`src/rtl/anc_pkg.sv`:
```
package anc_pkg;

    localparam int BYTE_W = 8;

    typedef enum logic [1:0] {
        ST_IDLE,
        ST_HI,
        ST_LO,
        ST_BYTE
    } pk_state_t;

    typedef struct packed {
        logic              straight;
        logic [BYTE_W-1:0] data;
    } anc_entry_t;

    // Half-byte framing: 0 1 n n n n 0 0, never all zeros or all ones
    function automatic logic [BYTE_W-1:0] nib_word(input logic [3:0] nib);
        return {2'b01, nib, 2'b00};
    endfunction

endpackage

```
`src/rtl/anc_line_gate.sv`:
```
module anc_line_gate #(
    parameter int LINE_W     = 10,
    parameter int FIRST_LINE = 10,
    parameter int MASK_W     = 16
) (
    input  logic [LINE_W-1:0] line_num,
    input  logic              odd_field,
    input  logic [MASK_W-1:0] line_mask,
    input  logic              din_valid,
    input  logic              blank_end,
    output logic              accept,
    output logic              late_hit
);

    logic [MASK_W-1:0] sel;
    logic              hit;

    for (genvar i = 0; i < MASK_W; i++) begin : g_line
        assign sel[i] = line_mask[i] && (line_num == LINE_W'(FIRST_LINE + i));
    end

    always_comb begin
        hit      = odd_field && (|sel);
        accept   = din_valid && hit && !blank_end;
        late_hit = din_valid && hit && blank_end;
    end

    // a line number can match at most one mask bit
    always_comb begin
        assert_single_line_R1: assert ($onehot0(sel));
    end

endmodule

```
`src/rtl/anc_entry_fifo.sv`:
```
module anc_entry_fifo
    import anc_pkg::*;
#(
    parameter int DEPTH = 8
) (
    input  logic       clk,
    input  logic       rst_n,
    input  logic       flush,
    input  logic       wr_en,
    input  anc_entry_t wr_data,
    input  logic       rd_en,
    output anc_entry_t rd_data,
    output logic       empty
);

    localparam int PTR_W = (DEPTH > 1) ? $clog2(DEPTH) : 1;
    localparam int CNT_W = $clog2(DEPTH + 1);

    anc_entry_t       mem [DEPTH];
    logic [PTR_W-1:0] wr_ptr, rd_ptr;
    logic [CNT_W-1:0] count;
    logic             full, do_wr, do_rd;

    always_comb begin
        empty = (count == '0);
        full  = (count == CNT_W'(DEPTH));
        do_wr = wr_en && !full;
        do_rd = rd_en && !empty;
        rd_data = mem[rd_ptr];
    end

    always_ff @(posedge clk or negedge rst_n) begin
        if (!rst_n) begin
            wr_ptr <= '0;
            rd_ptr <= '0;
            count  <= '0;
        end else if (flush) begin
            wr_ptr <= '0;
            rd_ptr <= '0;
            count  <= '0;
        end else begin
            if (do_wr)
                wr_ptr <= (wr_ptr == PTR_W'(DEPTH - 1)) ? '0 : wr_ptr + 1'b1;
            if (do_rd)
                rd_ptr <= (rd_ptr == PTR_W'(DEPTH - 1)) ? '0 : rd_ptr + 1'b1;
            unique case ({do_wr, do_rd})
                2'b10:   count <= count + 1'b1;
                2'b01:   count <= count - 1'b1;
                default: count <= count;
            endcase
        end
    end

    always_ff @(posedge clk) begin
        if (do_wr && !flush)
            mem[wr_ptr] <= wr_data;
    end

    // occupancy never exceeds the storage
    assert_queue_bound_R6: assert property (@(posedge clk) disable iff (!rst_n)
        count <= CNT_W'(DEPTH));

    // a flush leaves the queue empty
    assert_flush_empties_R7: assert property (@(posedge clk) disable iff (!rst_n)
        flush |=> empty);

endmodule

```
`src/rtl/anc_word_packer.sv`:
```
module anc_word_packer
    import anc_pkg::*;
(
    input  logic              clk,
    input  logic              rst_n,
    input  logic              flush,
    input  logic              q_empty,
    input  anc_entry_t        q_data,
    output logic              q_pop,
    output logic [BYTE_W-1:0] dout,
    output logic              dout_valid,
    output logic              pending
);

    pk_state_t         state, nxt;
    logic [BYTE_W-1:0] hold;
    logic              take;

    always_comb begin
        take = !flush && !q_empty && (state != ST_HI);
        nxt  = state;
        unique case (state)
            ST_IDLE: if (take) nxt = q_data.straight ? ST_BYTE : ST_HI;
            ST_HI:   nxt = ST_LO;
            ST_LO,
            ST_BYTE: if (take) nxt = q_data.straight ? ST_BYTE : ST_HI;
                     else      nxt = ST_IDLE;
        endcase
        if (flush)
            nxt = ST_IDLE;
    end

    always_ff @(posedge clk or negedge rst_n) begin
        if (!rst_n) begin
            state <= ST_IDLE;
            hold  <= '0;
        end else begin
            state <= nxt;
            if (take)
                hold <= q_data.data;
        end
    end

    always_comb begin
        q_pop      = take;
        pending    = (state == ST_HI);
        dout       = '0;
        dout_valid = 1'b0;
        unique case (state)
            ST_IDLE: ;
            ST_HI: begin
                dout       = nib_word(hold[7:4]);
                dout_valid = 1'b1;
            end
            ST_LO: begin
                dout       = nib_word(hold[3:0]);
                dout_valid = 1'b1;
            end
            ST_BYTE: begin
                dout       = hold;
                dout_valid = 1'b1;
            end
        endcase
    end

    // the upper nibble word is always followed by the lower one
    assert_hi_then_lo_R3: assert property (@(posedge clk) disable iff (!rst_n)
        (state == ST_HI && !flush) |=> (state == ST_LO));

    // half-byte words keep their fixed framing bits
    assert_half_word_legal_R5: assert property (@(posedge clk) disable iff (!rst_n)
        (state == ST_HI || state == ST_LO) |->
            (dout[7:6] == 2'b01 && dout[1:0] == 2'b00));

endmodule

```
`src/rtl/anc_line_packer.sv`:
```
module anc_line_packer
    import anc_pkg::*;
#(
    parameter int LINE_W     = 10,
    parameter int FIRST_LINE = 10,
    parameter int MASK_W     = 16,
    parameter int Q_DEPTH    = 8
) (
    input  logic              clk,
    input  logic              rst_n,
    input  logic [LINE_W-1:0] line_num,
    input  logic              odd_field,
    input  logic              blank_end,
    input  logic [MASK_W-1:0] line_mask,
    input  logic              fmt_straight,
    input  logic [7:0]        din,
    input  logic              din_valid,
    output logic [7:0]        dout,
    output logic              dout_valid,
    output logic              overflow
);

    logic       accept, late_hit;
    logic       q_empty, q_pop, pending;
    anc_entry_t q_in, q_out;
    logic       overflow_q;

    assign q_in = '{straight: fmt_straight, data: din};

    anc_line_gate #(
        .LINE_W    (LINE_W),
        .FIRST_LINE(FIRST_LINE),
        .MASK_W    (MASK_W)
    ) u_gate (
        .line_num (line_num),
        .odd_field(odd_field),
        .line_mask(line_mask),
        .din_valid(din_valid),
        .blank_end(blank_end),
        .accept   (accept),
        .late_hit (late_hit)
    );

    anc_entry_fifo #(
        .DEPTH(Q_DEPTH)
    ) u_fifo (
        .clk    (clk),
        .rst_n  (rst_n),
        .flush  (blank_end),
        .wr_en  (accept),
        .wr_data(q_in),
        .rd_en  (q_pop),
        .rd_data(q_out),
        .empty  (q_empty)
    );

    anc_word_packer u_pack (
        .clk       (clk),
        .rst_n     (rst_n),
        .flush     (blank_end),
        .q_empty   (q_empty),
        .q_data    (q_out),
        .q_pop     (q_pop),
        .dout      (dout),
        .dout_valid(dout_valid),
        .pending   (pending)
    );

    always_ff @(posedge clk or negedge rst_n) begin
        if (!rst_n)
            overflow_q <= 1'b0;
        else
            overflow_q <= blank_end && (pending || !q_empty || late_hit);
    end

    assign overflow = overflow_q;

    // a loss pulse only follows a window end
    assert_ovf_cause_R7: assert property (@(posedge clk) disable iff (!rst_n)
        overflow |-> $past(blank_end));

    // nothing is sent in the cycle after the window closes
    assert_window_close_R7: assert property (@(posedge clk) disable iff (!rst_n)
        blank_end |=> !dout_valid);

    // even-field bytes never enter an empty queue
    assert_even_drop_R2: assert property (@(posedge clk) disable iff (!rst_n)
        (!odd_field && q_empty) |=> q_empty);

endmodule

```
`config.mk`:
```
export PLATFORM = sky130hd
export DESIGN_NAME = anc_line_packer
export DESIGN_NICKNAME = d
export VERILOG_FILES = /design/src/rtl/anc_pkg.sv /design/src/rtl/anc_line_gate.sv /design/src/rtl/anc_entry_fifo.sv /design/src/rtl/anc_word_packer.sv /design/src/rtl/anc_line_packer.sv
export SDC_FILE = /design/constraint.sdc
export NUM_CORES = 1
export LEC_CHECK = 0
export ABC_CLOCK_PERIOD_IN_PS = 8470
export CORE_ASPECT_RATIO = 1.2
export CORE_UTILIZATION = 60
export CTS_CLUSTER_SIZE = 25
export DETAILED_ROUTE_END_ITERATION = 8
export PLACE_DENSITY = 0.82
export SYNTH_ARGS = -nofsm -noshare
export SYNTH_HDL_FRONTEND = slang
export SYNTH_SLANG_ARGS = --single-unit
```
`constraint.sdc`:
```
create_clock -name clk -period 8.47 [get_ports clk]
set_input_delay 1.2705 -clock clk [delete_from_list [all_inputs] [get_ports clk]]
set_output_delay 1.2705 -clock clk [all_outputs]
set_load 0.005 [all_outputs]
```
After elaboration in Yosys (flattened, before gate mapping):

Memories as Yosys holds them, arrays and structs flattened.
Index checks and enable logic that the tools add are counted.

* output and inout port bits: 10
* RAM bits: 72
* input bits: 40
* ROM bits: 0
* bits in latches: 0
* bits in registers: 21
* memories: 1

* multipliers: 0
* mux-type cells: 17
* add/sub/neg operators: 4
* bitwise gates (word level): 0
* equality and inequality tests: 26
* div/mod/pow operators: 0
* order comparisons: 0
* shift-type cells: 0
* reduce and logical (&&, ||, !) cells: 39

Memory list
* u_fifo.mem: words 8, bits a word 9, read ports 1, clocked after Yosys merged registers in 0, write ports 1, RTL line anc_entry_fifo.sv:19 `anc_entry_t mem [DEPTH];`

Operators with widths (number)
* 10-bit by 5-bit == test with 1-bit output (second input constant): 10
* 10-bit by 4-bit == test with 1-bit output (second input constant): 6
* 1-bit logical AND: 26
* 8-bit one-hot mux with 3 select lines: 1
* 3-bit 2-to-1 mux: 6
* 16-bit OR reduction: 1
* 2-bit 2-to-1 mux: 4
* 4-bit one-hot mux with 2 select lines: 1
* 3-bit by 1-bit adder with 3-bit output (second input constant): 2
* 2-bit == test (second input constant): 3
* 3-bit == test (second input constant): 2
* 2-bit one-hot mux with 3 select lines: 1
* 4-bit by 1-bit adder with 4-bit output (second input constant): 1
* 2-bit by 1-bit == test with 1-bit output (second input constant): 2
* 4-bit == test (second input constant): 1
* 4-bit zero test: 1
* 4-bit 2-to-1 mux: 1
* 2-bit nonzero test: 2
* 4-bit by 1-bit subtractor with 4-bit output (second input constant): 1
* 1-bit zero test: 3
* 1-bit 2-to-1 mux: 3
* 3-bit != test (second input constant): 1
* 3-bit nonzero test: 1
* 3-bit OR reduction: 1
* 4 further kinds: 5

Depth between registers and ports, before layout:

Gate-level depths: netlist of run 1.

* word-level depth: 10
* gate-level depth with buffers: 13
* gate-level depth less buffers: 12

Modules after synthesis:

Synthesis of run 1 repeated with hierarchy kept, for this count alone.

* cells, all modules: 257
* area total of the unflattened synthesis: 4186.5 um^2

Modules (own cells, without submodules)
* anc_entry_fifo: area an instance 3410.8 um^2, cells an instance 181, sequential area each 2412.3 um^2, instances 1
* anc_word_packer: area an instance 516.7 um^2, cells an instance 45, sequential area each 250.2 um^2, instances 1
* anc_line_gate: area an instance 222.7 um^2, cells an instance 28, sequential area each 0.0 um^2, instances 1
* anc_line_packer: area an instance 36.3 um^2, cells an instance 3, sequential area each 25.0 um^2, instances 1

Worst setup path before layout of run 1:

OpenSTA, ideal clock, no wires.

* path type: input to register
* start: input port line_num[0]
* end: register u_fifo.count[3]
* library setup time: 0.125 ns
* arrival: 4.015 ns
* setup slack: 4.330 ns
* required time: 8.345 ns
* cell stages on the path: 13
* cells stage by stage: buf_6 -> mux4_2 -> a221o_1 -> nand2_1 -> a21boi_0 -> a21oi_1 -> ha_1 -> o21a_1 -> o311ai_0 -> o21ai_0 -> a21oi_1 -> a21oi_1 -> mux2_2

* longest elaborated chain between the ends: 10
* elaborated cells on any way between the ends: 42
* those cells by class: 18 x eq/ne; 2 x mux; 22 x reduce/logical

RTL lines
* from (decl): RTL line anc_line_packer.sv:11 `input logic [LINE_W-1:0] line_num,`
* 10-bit by 4-bit == test with 1-bit output or 10-bit by 5-bit == test with 1-bit output (tied branches): RTL line anc_line_gate.sv:19 `assign sel[i] = line_mask[i] && (line_num == LINE_W'(FIRST_LINE + i));`
* 1-bit logical AND: RTL line anc_line_gate.sv:19
* 16-bit OR reduction *: RTL line anc_line_gate.sv:23 `hit = odd_field && (|sel);`
* 1-bit logical AND *: RTL line anc_line_gate.sv:23
* 1-bit logical AND * (2 in a row): RTL line anc_line_gate.sv:24 `accept = din_valid && hit && !blank_end;`
* 1-bit logical AND *: RTL line anc_entry_fifo.sv:27 `do_wr = wr_en && !full;`
* 2-bit by 1-bit == test with 1-bit output or 2-bit == test (tied branches): RTL line anc_entry_fifo.sv:46 `unique case ({do_wr, do_rd})`
* 4-bit one-hot mux with 2 select lines: RTL line anc_entry_fifo.sv:46
* 4-bit 2-to-1 mux: RTL line anc_entry_fifo.sv:37 `end else if (flush) begin`
* to (signal assigned): RTL line anc_entry_fifo.sv:47 `2'b10: count <= count + 1'b1;`
* to (signal assigned): RTL line anc_entry_fifo.sv:48 `2'b01: count <= count - 1'b1;`
* to (signal assigned): RTL line anc_entry_fifo.sv:49 `default: count <= count;`
* to (decl): RTL line anc_entry_fifo.sv:21 `logic [CNT_W-1:0] count;`

Mark *: on every way between the ends. The rest lies on a longest branch, timed or not.
A chain may end at the register's enable or synchronous reset.

Worst setup path in the final report of run 1:

Same ends and word-level chain as after synthesis.

==> results of run 1 <==
[cells in the final DEF, fill, tap and decap left out, types with 3 or more instances in the layout]
master	n
a21oi_1	20
a31o_2	3
and3_1	3
buf_4	4
clkbuf_8	9
clkdlybuf4s50_1	49
dfrtp_1	21
edfxtp_1	72
ha_1	6
inv_1	6
mux2_2	6
mux2i_1	13
mux4_2	20
nand2_1	12
nand3_1	5
nor2_1	13
nor2b_1	3
o21a_1	3
o21ai_0	6
[worst min-delay path by stage]
stage                               start  slack, ps  cells past startpoint                    endpoint
2_1_floorplan  u_pack.hold[7]$_DFFE_PN0P_        510                      2  u_pack.hold[7]$_DFFE_PN0P_
3_3_place_gp   u_pack.hold[1]$_DFFE_PN0P_        530                      2  u_pack.hold[1]$_DFFE_PN0P_
3_5_place_dp   u_pack.hold[1]$_DFFE_PN0P_        540                      2  u_pack.hold[1]$_DFFE_PN0P_
4_1_cts        u_pack.hold[1]$_DFFE_PN0P_        560                      2  u_pack.hold[1]$_DFFE_PN0P_
5_1_grt        u_pack.hold[6]$_DFFE_PN0P_        610                      2  u_pack.hold[6]$_DFFE_PN0P_
6_report       u_pack.hold[1]$_DFFE_PN0P_        560                      2  u_pack.hold[1]$_DFFE_PN0P_
[stage by stage]
step | setup WS [ps] | instances | power, mW | instance area, sq um | hold WS (ps)
5_1_grt | 3454 | 412 | 1.206 | 5052 | 607.8
3_5_place_dp | 3394 | 396 | 0.8453 | 4835 | 543.2
6_report | 3757 | 412 | 1.146 | 5052 | 563.2
2_1_floorplan | 4330 | 268 | 0.7515 | 4225 | 509.6
3_3_place_gp | 3566 | 396 | 0.8356 | 4835 | 534.6
4_1_cts | 3754 | 412 | 1.154 | 5052 | 563.5
[cell families (layout without fill, tap and decap cells)]
family	Yosys count	in the layout	synth area share (%)
mux	40	40	15.69
xor+xnor	1	1	0.2073
fa+ha+maj	6	6	1.777
compound gates	52	52	8.944
buf+inv	18	75	1.925
flops	93	93	63.61
simple gates	58	58	7.847
[power groups by stage]
stage	registers, mW	clock network [mW]	logic, mW
5_1_grt	0.568	0.335	0.303
2_1_floorplan	0.552	0	0.199
6_report	0.561	0.313	0.273
3_5_place_dp	0.571	0	0.274
3_3_place_gp	0.567	0	0.268
4_1_cts	0.560	0.318	0.276
[registers in the layout, summed over array words and instances, names as in the netlist]
name	count
u_fifo.mem	72
u_fifo.count	4
u_fifo.wr_ptr	3
u_pack.state	2
overflow	1
u_fifo.rd_ptr	3
u_pack.hold	8
[worst max-delay path, delay by kind of cell]
kind | cells | cell delay (ps)
AO/OA/AOI/OAI | 8 | 1810
AND/OR/NAND/NOR | 1 | 80
multiplexers | 2 | 810
buffers and inverters | 1 | 680
adder cells (fa/ha/maj) | 1 | 310
[cell type report]
cell class                      instances  area [sq um]  share of cell area (%)
Clock buffer                            9         123.9                   2.452
Sequential cell                        93          2688                   53.19
Multi-Input combinational cell        157          1495                   29.59
Tap cell                               87         108.9                   2.155
Clock inverter                          7         93.84                   1.857
Timing Repair Buffer                   53         520.5                   10.30
Inverter                                6         22.52                  0.4458
[layer usage]
layer  part of all wire (%)  vias to the layer above
met5                      0                        -
met4                    2.2                        0
met2                     52                       86
met3                    5.3                       17
li1                       -                     1183
met1                     40                     1263
==> metrics.yaml, run 1 <==
critical_path:
  critPathKind: "primary input to flip-flop"
  startpoint: "line_num[0]"
  critical_path.max_fanout: 6
  r2r_start: "u_pack.state[0]$_DFFE_PN0P_"
  worstPathRequired_ps: 8730
  path_cells: "clkdlybuf4s50_1 > mux4_2 > a221o_1 > nand2_1 > a21boi_0 > a21oi_1 > ha_1 > o21a_1 > o311ai_0 > o21ai_0 > a21oi_1 > a21oi_1 > mux2_2"
  cpPeakStageDelay_ps: 680
  ff2ff_setup_slack_ps: 5210
  rr_endpoint: "u_fifo.count[3]$_DFFE_PN0P_"
  reg2reg_depth: 11
  crit_slowest_cell: "clkdlybuf4s50_1"
  end_kind: "flip-flop"
  crit_path_end: "u_fifo.count[3]$_DFFE_PN0P_"
  cpMostUsedCell: "a21oi_1"
  critPathLaunchType: "primary input"
  arrival_ps: 4970
grt:
  antenna_found_initial: 0
  use_met1_pct: 29.57
  grt_pass1_wl_um: 12720
  use_met3_pct: 5.825
  grt_overflow: 0
  met2_usage_pct: 40.72
  grt_max_degree: 25
  grt_busiest_layer: "met2"
  grt_pass1_vias: 2540
  grt_usage_pct: 24.13
pwr:
  netSwitchingPower_mw: 0.3281
  p_int_mw: 0.8184
  p_clk_share_pct: 27.3
  powerDensity_nw_per_um2: 226.9
  comb_power_share_pct: 23.8
  p_leak_nw: 1.715
  ir_worst_vdd_mv: 0.1676
  seqPwrFrac_pct: 48.9
  switching_share_pct: 28.62
sta:
  post-route-period-util_pct: 55.64
  hold_viol_final: 0
  worst_pin_slew_ps: 1073
  fmax_ghz: 0.2122
  min_period_ps: 4713
  worst_clock_skew_ps: 12.62
  finalSetupTns_ps: 0
  timing.slew.headroom_pct: 28.20
  rsz0062_at_grt: "no"
  slew_viol_final: 0
  setup_viol: 0
placed_design:
  place.gp.congestion: 0.8758
  numPortBuffers: 49
  dp_hpwl_um: 5515
clock_tree:
  cts_resized: 0
  cts-root-buf: "clkbuf_8"
  cts_max_level: 3
  cts_buffers: 9
  cts_tree: "done"
  postCtsSetupBuffers: 0
  cts_sinks: 93
  path_clk_slew_ps: 100
  clock_latency_ps: 360
  cts_hold_buf: 0
  cts_buffer_depth: 2
yosys:
  seq_area_frac_synth_pct: 63.61
  async_reset_ff_share_pct: 22.58
  synth.most_common_cell: "edfxtp_1"
  synth-edff-count: 72
  synth_ff_type: "edfxtp_1"
  yosysTopAreaCell: "edfxtp_1"
  synth_area_leaders: "edfxtp_1 (51%), dfrtp_1 (12%), mux4_2 (11%), mux2i_1 (3.1%), a21oi_1 (2.4%)"
  synth_area_sq_um: 4225
  syn-num-nets: 314
  synth.top_cell.area_share_pct: 51.17
  syn_inst: 268
  avgSynthCellArea_sq_um: 15.77
  yosysWarnings: 0
  synthDistinctLibCells: 53
  ys_seq_elements: 93
  synth.top_cells.by_count: "edfxtp_1 (72), dfrtp_1 (21), a21oi_1 (20), mux4_2 (20)"
floorplanning:
  start_util_pct: 62.02
  pin_count: 50
  die_y_um: 93.93
  dieArea_sq_um: 7383
  die_w_um: 78.61
  core-area_sq_um: 6813
  row_count: 33
detailed_routing:
  post_drt_wl_per_cell_um: 19.23
  drtIter0Drc: 178
  vias_per_cell: 6.187
  first_pass_iters: 4
  drc: 0
  vias: 2549
  ant_nets: 0
  totalWireLength_um: 7923
final_layout:
  n_fill_cell: 425
  post-route-util_pct: 74.16
  nets: 366
  area_growth_pct: 19.57
  antenna_cells: 0
  drive_above_1_share_pct: 20.62
flow_run:
  maxCapViolCount: 0
hold_path:
  min_path_type: "flip-flop to flip-flop"
status:
  status: "completed"
No activity file was read; power rests on OpenSTA's default activity.
==> run 2: changes to the inputs <==
--- a/config.mk
+++ b/config.mk
@@ -5,12 +5,12 @@
 export SDC_FILE = /design/constraint.sdc
 export NUM_CORES = 1
 export LEC_CHECK = 0
-export ABC_CLOCK_PERIOD_IN_PS = 8470
+export ABC_CLOCK_PERIOD_IN_PS = 4300
 export CORE_ASPECT_RATIO = 1.2
-export CORE_UTILIZATION = 60
+export CORE_UTILIZATION = 50
 export CTS_CLUSTER_SIZE = 25
 export DETAILED_ROUTE_END_ITERATION = 8
-export PLACE_DENSITY = 0.82
+export PLACE_DENSITY = 0.72
 export SYNTH_ARGS = -nofsm -noshare
 export SYNTH_HDL_FRONTEND = slang
 export SYNTH_SLANG_ARGS = --single-unit
==> constraint.sdc (replaced) <==
create_clock -name clk -period 4.3 [get_ports clk]
set_input_delay 0.645 -clock clk [delete_from_list [all_inputs] [get_ports clk]]
set_output_delay 0.645 -clock clk [all_outputs]
set_load 0.005 [all_outputs]
==> run 2 against run 1 <==
  * Register-to-register slack worse by 4100 ps
  * Critical path depth is the same
  * Wire length rose by 2.2%
  * Critical path type unchanged
  * Global-route usage fell by 4.5 points
  * Sequential share of layout area fell by 0.52 points
  * Highest routed layer unchanged
  * Critical endpoint unchanged
  * Via count unchanged
  * Sequential power is 100% higher
  * First-iteration DRC count decreased by 25%
==> metrics.yaml, run 2 (same netlist as run 1, synthesis figures left out) <==
clock_tree:
  clock_latency_ps: 360
  cts-root-buf: "clkbuf_8"
  cts_buffer_depth: 2
  path_clk_slew_ps: 100
  cts_sinks: 93
  cts_buffers: 9
  cts_tree: "done"
  cts_resized: 0
  postCtsSetupBuffers: 0
  cts_max_level: 3
  cts_hold_buf: 0
floorplanning:
  row_count: 36
  pin_count: 50
  die_w_um: 85.92
  dieArea_sq_um: 8823
  die_y_um: 102.7
  core-area_sq_um: 8153
  start_util_pct: 51.83
detailed_routing:
  first_pass_iters: 4
  post_drt_wl_per_cell_um: 18.08
  vias: 2549
  drc: 0
  ant_nets: 0
  totalWireLength_um: 8100
  drtIter0Drc: 133
  vias_per_cell: 5.690
sta:
  worst_pin_slew_ps: 926.2
  worst_clock_skew_ps: 10.54
  rsz0062_at_grt: "no"
  finalSetupTns_ps: 0
  setup_viol: 0
  post-route-period-util_pct: 90.70
  slew_viol_final: 0
  hold_viol_final: 0
  min_period_ps: 3900
  fin_hold_ws_ps: 568.2
  timing.slew.headroom_pct: 38.06
  fmax_ghz: 0.2564
final_layout:
  layout_commonest_cell: "edfxtp_1"
  top_register: "u_fifo.mem"
  finish.instance_area_sq_um: 5102
  antenna_cells: 0
  multiInputGateArea_sq_um: 1475
  drive_above_1_share_pct: 21.56
  nets: 375
  ff_latch_area_sq_um: 2688
  largest_reg_flops: 72
  post-route-util_pct: 62.58
  n_fill_cell: 613
  final_cell_mix: "edfxtp_1 (72), clkdlybuf4s50_1 (49), dfrtp_1 (21)"
  area_growth_pct: 20.76
  top_regs: "u_fifo.mem x72, u_pack.hold x8, u_fifo.count x4"
grt:
  grt_pass1_vias: 2470
  grt_usage_pct: 19.61
  grt_overflow: 0
  grt_pass1_wl_um: 12520
  antenna_found_initial: 0
  grt_max_degree: 25
critical_path:
  arrival_ps: 4150
  r2r_start: "u_pack.state[0]$_DFFE_PN0P_"
  path_cells: "clkdlybuf4s50_1 > mux4_2 > a221o_1 > nand2_1 > a21boi_0 > a21oi_1 > ha_1 > o21a_1 > o311ai_0 > o21ai_0 > a21oi_1 > a21oi_1 > mux2_2"
  critPathKind: "primary input to flip-flop"
  end_kind: "flip-flop"
  rr_endpoint: "u_fifo.count[3]$_DFFE_PN0P_"
  ff2ff_setup_slack_ps: 1080
  worstPathRequired_ps: 4550
  reg2reg_depth: 11
  crit_slowest_cell: "clkdlybuf4s50_1"
  cpLargestDelayFamily: "compound AO/OA/AOI/OAI gates"
  critPathLaunchType: "primary input"
  critical_path.max_fanout: 4
  cp_num_buf_inv: 1
  cpPeakStageDelay_ps: 550
  cpMostUsedCell: "a21oi_1"
hold_path:
  hold_depth: 2
  whs_endpoint: "u_pack.hold[2]$_DFFE_PN0P_"
  hp-start: "u_pack.hold[2]$_DFFE_PN0P_"
  min_path_type: "flip-flop to flip-flop"
status:
  status: "completed"
placed_design:
  post_dp_cell_area_sq_um: 4916
  numPortBuffers: 49
  place.gp.congestion: 0.8296
  dp_hpwl_um: 5588
pwr:
  powerDensity_nw_per_um2: 431.5
  p_leak_nw: 1.750
  ir_worst_vdd_mv: 0.3103
flow_run:
  maxCapViolCount: 0
-- run 2: cell types whose count changed in the layout (fill, tap and decap cells not counted), sizes merged --
| cell | before | now |
|---|---|---|
| bufinv | 1 | 0 |
| inv | 9 | 11 |
| clkinvlp | 1 | 0 |
| buf | 4 | 13 |
-- run 2: final cells by class --
class                   count  area share, %
repair buffers             62          11.53
well taps                 114          2.795
clock buffers               9          2.428
inverters                   6         0.4414
multi-input cells         157          28.91
flip-flops and latches     93          52.67
clock inverters             7          1.226
-- run 2: worst max-delay path by stage --
stage | startpoint | to | slack, ps | cells past startpoint
floorplan | line_num[0] | u_fifo.count[3]$_DFFE_PN0P_ | 790 | 13
global placement | line_num[0] | u_fifo.count[3]$_DFFE_PN0P_ | 190 | 13
detailed placement | line_num[0] | u_fifo.count[3]$_DFFE_PN0P_ | 40 | 13
CTS | line_num[0] | u_fifo.count[3]$_DFFE_PN0P_ | 400 | 13
global route | line_num[0] | u_fifo.count[3]$_DFFE_PN0P_ | 20 | 14
finish | line_num[0] | u_fifo.count[3]$_DFFE_PN0P_ | 400 | 13
-- run 2: metal layers --
metal | global-route usage [%] | vias up | wire (um)
met2 | 34.80 | 49 | 4321
met3 | 3.843 | 8 | 279
li1 | - | 1196 | -
met1 | 24.56 | 1296 | 3407
met5 | 0 | - | 0
met4 | 5.769 | 0 | 91
-- run 2: where the power goes --
group / internal, mW / total [mW] / switching (mW)
Combinational: 0.302 / 0.524 / 0.222
Sequential: 1.03 / 1.12 / 0.0966
Clock: 0.225 / 0.554 / 0.329
-- run 2: through the flow --
step	worst slack (ps)	total power, mW	instances
global placement	188.4	1.656	432
floorplan	785.9	1.480	268
global route	19.21	2.319	448
CTS	397.4	2.215	448
finish	400.0	2.202	448
detailed placement	40.64	1.670	432
-- run 2: tightest hold or removal path: stages (launching register included) --
cell	delay (ps)
dfrtp_1	370
nor2_1	50
a21oi_1	100
